$ cat src/rtl/bypass_pkg.sv
package bypass_pkg;

  typedef enum logic [1:0] {
    SRC_RF  = 2'd0,
    SRC_EX  = 2'd1,
    SRC_MEM = 2'd2
  } src_sel_e;

  // Priority: usable execute result first, then memory, then register file.
  function automatic src_sel_e pick_src(input logic ex_usable, input logic mem_hit);
    if (ex_usable)    return SRC_EX;
    else if (mem_hit) return SRC_MEM;
    else              return SRC_RF;
  endfunction

  // A tag comparison counts only for a live source and a writing producer.
  function automatic logic tag_hit(input logic [4:0] src, input logic [4:0] dst,
                                   input logic wen);
    return (src != 5'd0) && wen && (src == dst);
  endfunction

endpackage

$ cat src/rtl/bp_regfile.sv
module bp_regfile #(
  parameter int XLEN   = 32,
  parameter int REG_AW = 5,
  parameter int NRD    = 2
) (
  input  logic                       clk,
  input  logic                       rst_n,
  input  logic [NRD-1:0][REG_AW-1:0] rd_addr,
  output logic [NRD-1:0][XLEN-1:0]   rd_data,
  input  logic [REG_AW-1:0]          wr_addr,
  input  logic                       wr_en,
  input  logic [XLEN-1:0]            wr_data
);
  localparam int NREGS = 1 << REG_AW;

  logic [XLEN-1:0] store [NREGS];
  logic            wr_live;

  assign wr_live = wr_en && (wr_addr != '0);

  always_ff @(posedge clk or negedge rst_n) begin
    if (!rst_n) begin
      for (int i = 0; i < NREGS; i++) store[i] <= '0;
    end else if (wr_live) begin
      store[wr_addr] <= wr_data;
    end
  end

  for (genvar p = 0; p < NRD; p++) begin : g_rd
    always_comb begin
      if (rd_addr[p] == '0)
        rd_data[p] = '0;
      else if (wr_live && (wr_addr == rd_addr[p]))
        rd_data[p] = wr_data;
      else
        rd_data[p] = store[rd_addr[p]];
    end
  end
endmodule

$ cat src/rtl/bp_src_match.sv
module bp_src_match
  import bypass_pkg::*;
#(
  parameter int XLEN   = 32,
  parameter int REG_AW = 5
) (
  input  logic [REG_AW-1:0] src,
  input  logic [REG_AW-1:0] ex_dst,
  input  logic              ex_wen,
  input  logic              ex_load,
  input  logic [REG_AW-1:0] mem_dst,
  input  logic              mem_wen,
  input  logic [XLEN-1:0]   rf_val,
  input  logic [XLEN-1:0]   ex_val,
  input  logic [XLEN-1:0]   mem_val,
  output src_sel_e          sel,
  output logic [XLEN-1:0]   opnd,
  output logic              load_hit
);
  logic ex_hit, mem_hit;

  assign ex_hit   = tag_hit(5'(src), 5'(ex_dst), ex_wen);
  assign mem_hit  = tag_hit(5'(src), 5'(mem_dst), mem_wen);
  assign load_hit = ex_hit && ex_load;
  assign sel      = pick_src(ex_hit && !ex_load, mem_hit);

  always_comb begin
    unique case (sel)
      SRC_EX:  opnd = ex_val;
      SRC_MEM: opnd = mem_val;
      default: opnd = rf_val;
    endcase
  end
endmodule

$ cat src/rtl/bp_interlock.sv
module bp_interlock #(
  parameter int NSRC = 2
) (
  input  logic            enable,
  input  logic [NSRC-1:0] load_hit,
  output logic            stall
);
  assign stall = enable && (|load_hit);
endmodule

$ cat src/rtl/decode_bypass_ctrl.sv
module decode_bypass_ctrl
  import bypass_pkg::*;
#(
  parameter int XLEN   = 32,
  parameter int REG_AW = 5
) (
  input  logic              clk,
  input  logic              rst_n,
  input  logic              interlock_en,
  input  logic [REG_AW-1:0] id_src_a,
  input  logic [REG_AW-1:0] id_src_b,
  input  logic [REG_AW-1:0] ex_dst,
  input  logic              ex_wen,
  input  logic              ex_load,
  input  logic [XLEN-1:0]   ex_alu_val,
  input  logic [REG_AW-1:0] mem_dst,
  input  logic              mem_wen,
  input  logic [XLEN-1:0]   mem_val,
  input  logic [REG_AW-1:0] wb_dst,
  input  logic              wb_wen,
  input  logic [XLEN-1:0]   wb_val,
  output logic [1:0]        sel_a,
  output logic [1:0]        sel_b,
  output logic [XLEN-1:0]   opnd_a,
  output logic [XLEN-1:0]   opnd_b,
  output logic              stall
);
  localparam int NSRC = 2;

  logic [NSRC-1:0][REG_AW-1:0] src_vec;
  logic [NSRC-1:0][XLEN-1:0]   rf_vec;
  logic [NSRC-1:0][XLEN-1:0]   opnd_vec;
  logic [NSRC-1:0][1:0]        sel_vec;
  logic [NSRC-1:0]             load_hit_vec;

  assign src_vec[0] = id_src_a;
  assign src_vec[1] = id_src_b;

  bp_regfile #(.XLEN(XLEN), .REG_AW(REG_AW), .NRD(NSRC)) rf_i (
    .clk     (clk),
    .rst_n   (rst_n),
    .rd_addr (src_vec),
    .rd_data (rf_vec),
    .wr_addr (wb_dst),
    .wr_en   (wb_wen),
    .wr_data (wb_val)
  );

  for (genvar s = 0; s < NSRC; s++) begin : g_src
    src_sel_e sel_s;
    bp_src_match #(.XLEN(XLEN), .REG_AW(REG_AW)) match_i (
      .src      (src_vec[s]),
      .ex_dst   (ex_dst),
      .ex_wen   (ex_wen),
      .ex_load  (ex_load),
      .mem_dst  (mem_dst),
      .mem_wen  (mem_wen),
      .rf_val   (rf_vec[s]),
      .ex_val   (ex_alu_val),
      .mem_val  (mem_val),
      .sel      (sel_s),
      .opnd     (opnd_vec[s]),
      .load_hit (load_hit_vec[s])
    );
    assign sel_vec[s] = sel_s;
  end

  bp_interlock #(.NSRC(NSRC)) ilk_i (
    .enable   (interlock_en),
    .load_hit (load_hit_vec),
    .stall    (stall)
  );

  assign sel_a  = sel_vec[0];
  assign sel_b  = sel_vec[1];
  assign opnd_a = opnd_vec[0];
  assign opnd_b = opnd_vec[1];
endmodule

$ cat config.mk
export PLATFORM = sky130hd
export DESIGN_NAME = decode_bypass_ctrl
export DESIGN_NICKNAME = d
export VERILOG_FILES = /design/src/rtl/bypass_pkg.sv /design/src/rtl/bp_regfile.sv /design/src/rtl/bp_src_match.sv /design/src/rtl/bp_interlock.sv /design/src/rtl/decode_bypass_ctrl.sv
export SDC_FILE = /design/constraint.sdc
export NUM_CORES = 2
export LEC_CHECK = 0
export BUFFER_PORTS_ARGS = -buffer_cell sky130_fd_sc_hd__buf_2
export CAP_MARGIN = 20
export CORE_MARGIN = 4
export CORE_UTILIZATION = 30
export CTS_CLUSTER_SIZE = 14
export DETAILED_ROUTE_END_ITERATION = 7
export PLACE_DENSITY_LB_ADDON = 0.25
export SLEW_MARGIN = 20
export SYNTH_ARGS = -nofsm -noshare
export SYNTH_HDL_FRONTEND = slang
export SYNTH_SLANG_ARGS = --single-unit
$ cat constraint.sdc
create_clock -name clk -period 2.94 [get_ports clk]
set_clock_uncertainty 0.1 [all_clocks]
set_input_delay 0.588 -clock clk [delete_from_list [all_inputs] [get_ports clk]]
set_output_delay 0.588 -clock clk [all_outputs]
set_load 0.05 [all_outputs]
[Word-level counts from Yosys, hierarchy flattened]
Cells that the tools add are included.
Word-level totals
  register bits: 1024
  bits of input ports: 128
  output and inout port bits: 69
  logic and storage cells: 92
Cells by class
  $lt $le $gt $ge: 4
  equality and inequality tests: 10
  muxes and demuxes: 19
  bitwise gates (word level): 3
  reductions and logical operators: 24
Operators with widths (number)
  1024-bit bitwise mux: 1
  32-bit binary-select mux with 5-bit select: 2
  32-bit 2-to-1 mux: 9
  32-bit demux with 5-bit select: 1
  32-bit case mux with 2 select lines: 2
  5-bit equality test: 6
  6-bit >= comparator (second input constant): 3
  5-bit NOT with 6-bit output: 3
  1-bit logical AND: 17
  5-bit nonzero test: 3
  5-bit logical NOT: 2
  2-bit 2-to-1 mux: 4
  6-bit by 1-bit < comparator with 1-bit output (second input constant): 1
  2-bit by 1-bit equality test with 1-bit output (second input constant): 2
  2-bit equality test (second input constant): 2
  2-bit OR reduction: 1
  1-bit logical NOT: 1

[Logic depth before layout (Yosys ltp)]
  depth in word-level cells: 7
  gate-level depth with buffers: 11

[Hierarchy]
A second synthesis with hierarchy kept.
Second synthesis, totals
  cell total of the unflattened synthesis: 4209
  area total of the unflattened synthesis: 57666.6 um^2
By module, submodules not included
  bp_regfile: times used 1, cells each 3944, area each 55924.9 um^2, seq. area each 25624.6 um^2
  bp_src_match: times used 2, cells each 132, area each 867.1 um^2, seq. area each 0.0 um^2
  bp_interlock: times used 1, cells each 1, area each 7.5 um^2, seq. area each 0.0 um^2

[Worst setup path after synthesis]
OpenSTA, ideal clock, no wires.
  kind: input port to output port
  from: input wb_dst[0]
  to: output opnd_a[7]
  arrival time: 2.946 ns
  data required time: 2.252 ns
  slack: -0.694 ns
  cell stages on the path: 8
  buffers on the path: 2
  path through: buf_2 xnor2_1 nand4_1 nor4_4 and2_1 buf_2 a221oi_1 o21ai_0
Between the ends
  word-level cells in the longest chain between the ends: 6
  elaborated cells on any way between the ends: 7
Ends and longest elaborated chain
  from (decl): RTL line decode_bypass_ctrl.sv:19  | input logic [REG_AW-1:0] wb_dst,
  5-bit nonzero test: RTL line bp_regfile.sv:19  | assign wr_live = wr_en && (wr_addr != '0);
  1-bit logical AND: RTL line bp_regfile.sv:19
  1-bit logical AND (*): RTL line bp_regfile.sv:33  | else if (wr_live && (wr_addr == rd_addr[p]))
  32-bit 2-to-1 mux (*): RTL line bp_regfile.sv:33
  32-bit 2-to-1 mux (*): RTL line bp_regfile.sv:31  | if (rd_addr[p] == '0)
  32-bit case mux with 2 select lines (*): RTL line bp_src_match.sv:28  | unique case (sel)
  to (decl): RTL line decode_bypass_ctrl.sv:24  | output logic [XLEN-1:0] opnd_a,
Every way passes the cells marked *; elsewhere a longest branch is shown, timed or not.

[Worst setup path after layout]
  from: input id_src_b[4]
  to: output opnd_b[20]
Between the ends
  word-level cells in the longest chain between the ends: 7
  elaborated cells on any way between the ends: 22
Ends and longest elaborated chain
  from (decl): RTL line decode_bypass_ctrl.sv:11  | input logic [REG_AW-1:0] id_src_b,
  5-bit NOT with 6-bit output (not written as such) / 5-bit nonzero test (equally long branches): RTL line bp_regfile.sv:36, bypass_pkg.sv:19
  32-bit binary-select mux with 5-bit select / 1-bit logical AND (equally long branches): RTL line bp_regfile.sv:36, bypass_pkg.sv:19
  32-bit 2-to-1 mux (not written as such) / 1-bit logical AND (equally long branches): RTL line bp_regfile.sv:36, bypass_pkg.sv:19
  32-bit 2-to-1 mux (not written as such), or another cell as far along: RTL line bp_regfile.sv:36  | rd_data[p] = store[rd_addr[p]];
  32-bit 2-to-1 mux / 2-bit 2-to-1 mux (equally long branches): RTL line bp_regfile.sv:33, bypass_pkg.sv:11
  32-bit 2-to-1 mux, or another cell as far along: RTL line bp_regfile.sv:31
  32-bit case mux with 2 select lines (*): RTL line bp_src_match.sv:28
  to (decl): RTL line decode_bypass_ctrl.sv:25  | output logic [XLEN-1:0] opnd_b,
Every way passes the cells marked *; elsewhere a longest branch is shown, timed or not. The select of a mux whose other input is x is not followed.

==> run metrics <==
status=complete, but fails checks; violations in the final reports=setup timing; path class of the lowest-slack min-delay path=input port to register; startpoint of the worst register-to-register path=rf_i.store[338]; sequential area share after synthesis=0.445; area of the mapped netlist=0.0576 mm²; dominant delay contributor by cell family on the critical path=buffers and inverters; count of mapped cells out of synthesis=4336; WHS Endpoint=rf_i.store[392]; largest fanout on the critical path=6; core area=0.190 mm²; number of storage elements in the synthesis netlist=1024; # setup viols final=68; Std-Cell Rows=160; top cells by area, synth=sky130_fd_sc_hd__dfrtp_1, sky130_fd_sc_hd__mux2_2, sky130_fd_sc_hd__mux4_2; synthesized area per cell=13.3 µm²; vias per inst=5.77; required time at the worst-slack endpoint=2.25 ns; pin count of the biggest net entering global routing=117; DIE WIDTH=446 µm; Final #Nets=5072; CTS tree=yes; sum of negative setup slack=-25.76 ns; cell depth of the worst min-delay path=2; post-detailed-routing wire length=244000 µm; maximum ir drop on the vdd rail=493 µV; Worst-Margin Slew=1.04 ns; DPL Wire Length=149000 µm; TritonCTS sink count=1024; # H-tree levels=3; crit path setup slack, layout=-0.538 ns; Max Root-Sink Buffers=3; switching power share of the total=0.300; placed cell areas=0.0671 mm²; max FFs per register=1024; Primary FF master, synth=sky130_fd_sc_hd__dfrtp_1; worst slew slack as a fraction of its limit=0.304; critical path start-end classification=input port to primary output; final routed DRC violation total=0; cell occurring most often along the worst timing path=sky130_fd_sc_hd__buf_4; total design power=45.4 mW; hold_sp=wb_val[8]; die height=446 µm; number of detailed-routing iterations run before antenna repair=5; share of the synthesized area in the top cell type=0.445; largest registers=rf_i.store (1024); design internal power=31.8 mW; final cell count without fillers=7545; layout cells sized above 1=0.565; iteration-0 DRC count of the detailed router=3573; placer congestion estimate=0.862; worst stage delay on the critical path=0.32 ns; all-layer global routing usage=0.233; RSZ-0062 raised after global routing=true; buffering stage count on the worst path with inverters included=6; Remaining Overflow, GRT=0; sequence of cells on the critical path=buf_8 -> xor2_1 -> a211o_1 -> nor4_4 -> buf_4 -> buf_12 -> buf_12 -> nor4_4 -> buf_4 -> a22oi_2 -> o211ai_1 -> buf_4; critical path depth in cells=12; Reg2Reg Depth=2; overall via count from detail_route=43600; total nets after synthesis=4464; post-route cell area=0.0767 mm²; top-level port count=197; worst reg2reg path endpoint=rf_i.store[338]; switching power of the nets=13.6 mW; Area Growth Syn to Fin=33.2%; Async SR Flop Fraction=1.00; Post-DRT Antenna Nets=0; Critical Path Sink Type=primary output; master of the slowest instance on the critical path=sky130_fd_sc_hd__a211o_1; number of hold-slack violations in the final timing report=0; Die Outline Area=0.199 mm²; Yosys Warn Count=0; clk_lat worst skew=0.73 ns; most used standard cell by instance count after synthesis=sky130_fd_sc_hd__dfrtp_1; most instantiated cells after synthesis=sky130_fd_sc_hd__dfrtp_1, sky130_fd_sc_hd__mux2_2, sky130_fd_sc_hd__mux2i_1; maxcap violations=0; largest area contributor in the synthesized netlist=sky130_fd_sc_hd__dfrtp_1; clock tree root driver cell=sky130_fd_sc_hd__clkbuf_16; number of flops mapped to enable cells by yosys=0; global-route wire length before repair=337000 µm; power density cells=593 mW/mm²; CP Data Arrival Time=2.79 ns; startpoint kind of the worst setup timing path=input port; placed cells=7138; starting utilization of the core area=0.302; detailed-route wire length per cell=32.3 µm; clock buffers created by TritonCTS=114; ratio of final minimum period to clock period=1.18; number of antenna violations at the first check in global routing=5; number of buffers inserted by port buffering=196; top achievable clock speed=288 MHz; combinational cell fraction of total power=0.257; leakage dissipation=33.5 nW; R2R Setup Slk=1.93 ns; crit path time final=3.48 ns; sequential fraction of design power=0.414; max-slew violation total from the final report=0; relative contribution of the clock network to total power=0.329; vias in the first global route=44300; Cell variety after synth=68; register ranked first by flip-flop count=rf_i.store; post-CTS clock slew at the launch and capture registers of the worst setup and hold paths=0.06 ns
==> logic make-up after synthesis <==
logic type,synth area share
and+or+nand+nor,0.0293
DFF,0.445
xor gates and xnor gates,0.00411
buffers and inverters,0.0470
AOI/OAI and AO/OA,0.0913
muxes,0.383
==> cells in the final DEF, fill, tap and decap left out, drive strengths merged, types with 5 or more instances in the layout <==
cell and instances:
mux2 992, bufbuf 6, buf 955, nand2b 17, inv 9, nor4 8, a21oi 54, xor2 6
or2 5, clkbuf 188, nor2b 9, o21ai 134, a221o 35, nor2 63, mux2i 510, a221oi 234
and2 5, bufinv 11, mux4 256, a211oi 18, o32a 6, o2111ai 5, o221ai 23, nand2 85
clkinv 26, clkinvlp 6, a22oi 83, nand3 67, nor3 52, o211ai 36, a32oi 32, dfrtp 1024
xnor2 21
==> metal layers <==
layer  up-vias  part of all wire  track usage
met5         -          0.000057            0
met4         2             0.064        0.114
met3       499             0.050       0.0306
met2      1462              0.48        0.397
met1     23500              0.40        0.293
li1      18100                 -            -
==> power groups by stage <==
stage	Clock (mW)	Sequential (mW)	Combinational, mW
2_1_floorplan	0	18.3	7.12
3_3_place_gp	0	18.8	10.2
3_5_place_dp	0	18.9	10.3
4_1_cts	15.2	18.7	11.2
5_1_grt	15.8	19.1	12.4
6_report	15.0	18.8	11.7
==> worst max path at each step <==
| stage | from | endpoint | slack [ns] |
|---|---|---|---|
| 2_1_floorplan | wb_dst[1] | opnd_b[11] | -0.36 |
| 3_3_place_gp | id_src_b[0] | opnd_b[17] | -0.92 |
| 3_5_place_dp | id_src_b[0] | opnd_b[17] | -0.89 |
| 4_1_cts | rf_i.store[634] | opnd_a[26] | -0.60 |
| 5_1_grt | rf_i.store[602] | opnd_a[26] | -0.62 |
| 6_report | id_src_b[4] | opnd_b[20] | -0.54 |
==> stage by stage <==
stage / setup WS, ns / util / hold WS [ns]
after floorplan: -0.357 / - / 0.192
after global placement: -0.922 / 0.352 / 0.279
after detailed placement: -0.893 / 0.352 / 0.283
after CTS: -0.601 / 0.390 / 0.173
after global routing: -0.619 / 0.403 / 0.204
final: -0.538 / 0.403 / 0.228
==> timing repair <==
action | in CTS | in global routing
pin swaps | 105 | 166
cloned | 25 | 18
endpoints found under the setup margin | 68 | 68
hold endpoints to repair | 29 | 0
buffers inserted | 100 | 90
gates resized for setup | 362 | 368
hold buffers | 1 | 0
==> area by class of cell <==
type                            count  area, µm²
Clock inverter                     42        512
Fill cell                       17600     114000
Multi-Input combinational cell   2807      32300
Tap cell                         2511       3140
Antenna cell                        1       2.50
Clock buffer                      163       3320
Inverter                           10       57.6
Sequential cell                  1024      25600
Timing Repair Buffer              987      11700
No activity file was read; power rests on OpenSTA's default activity.
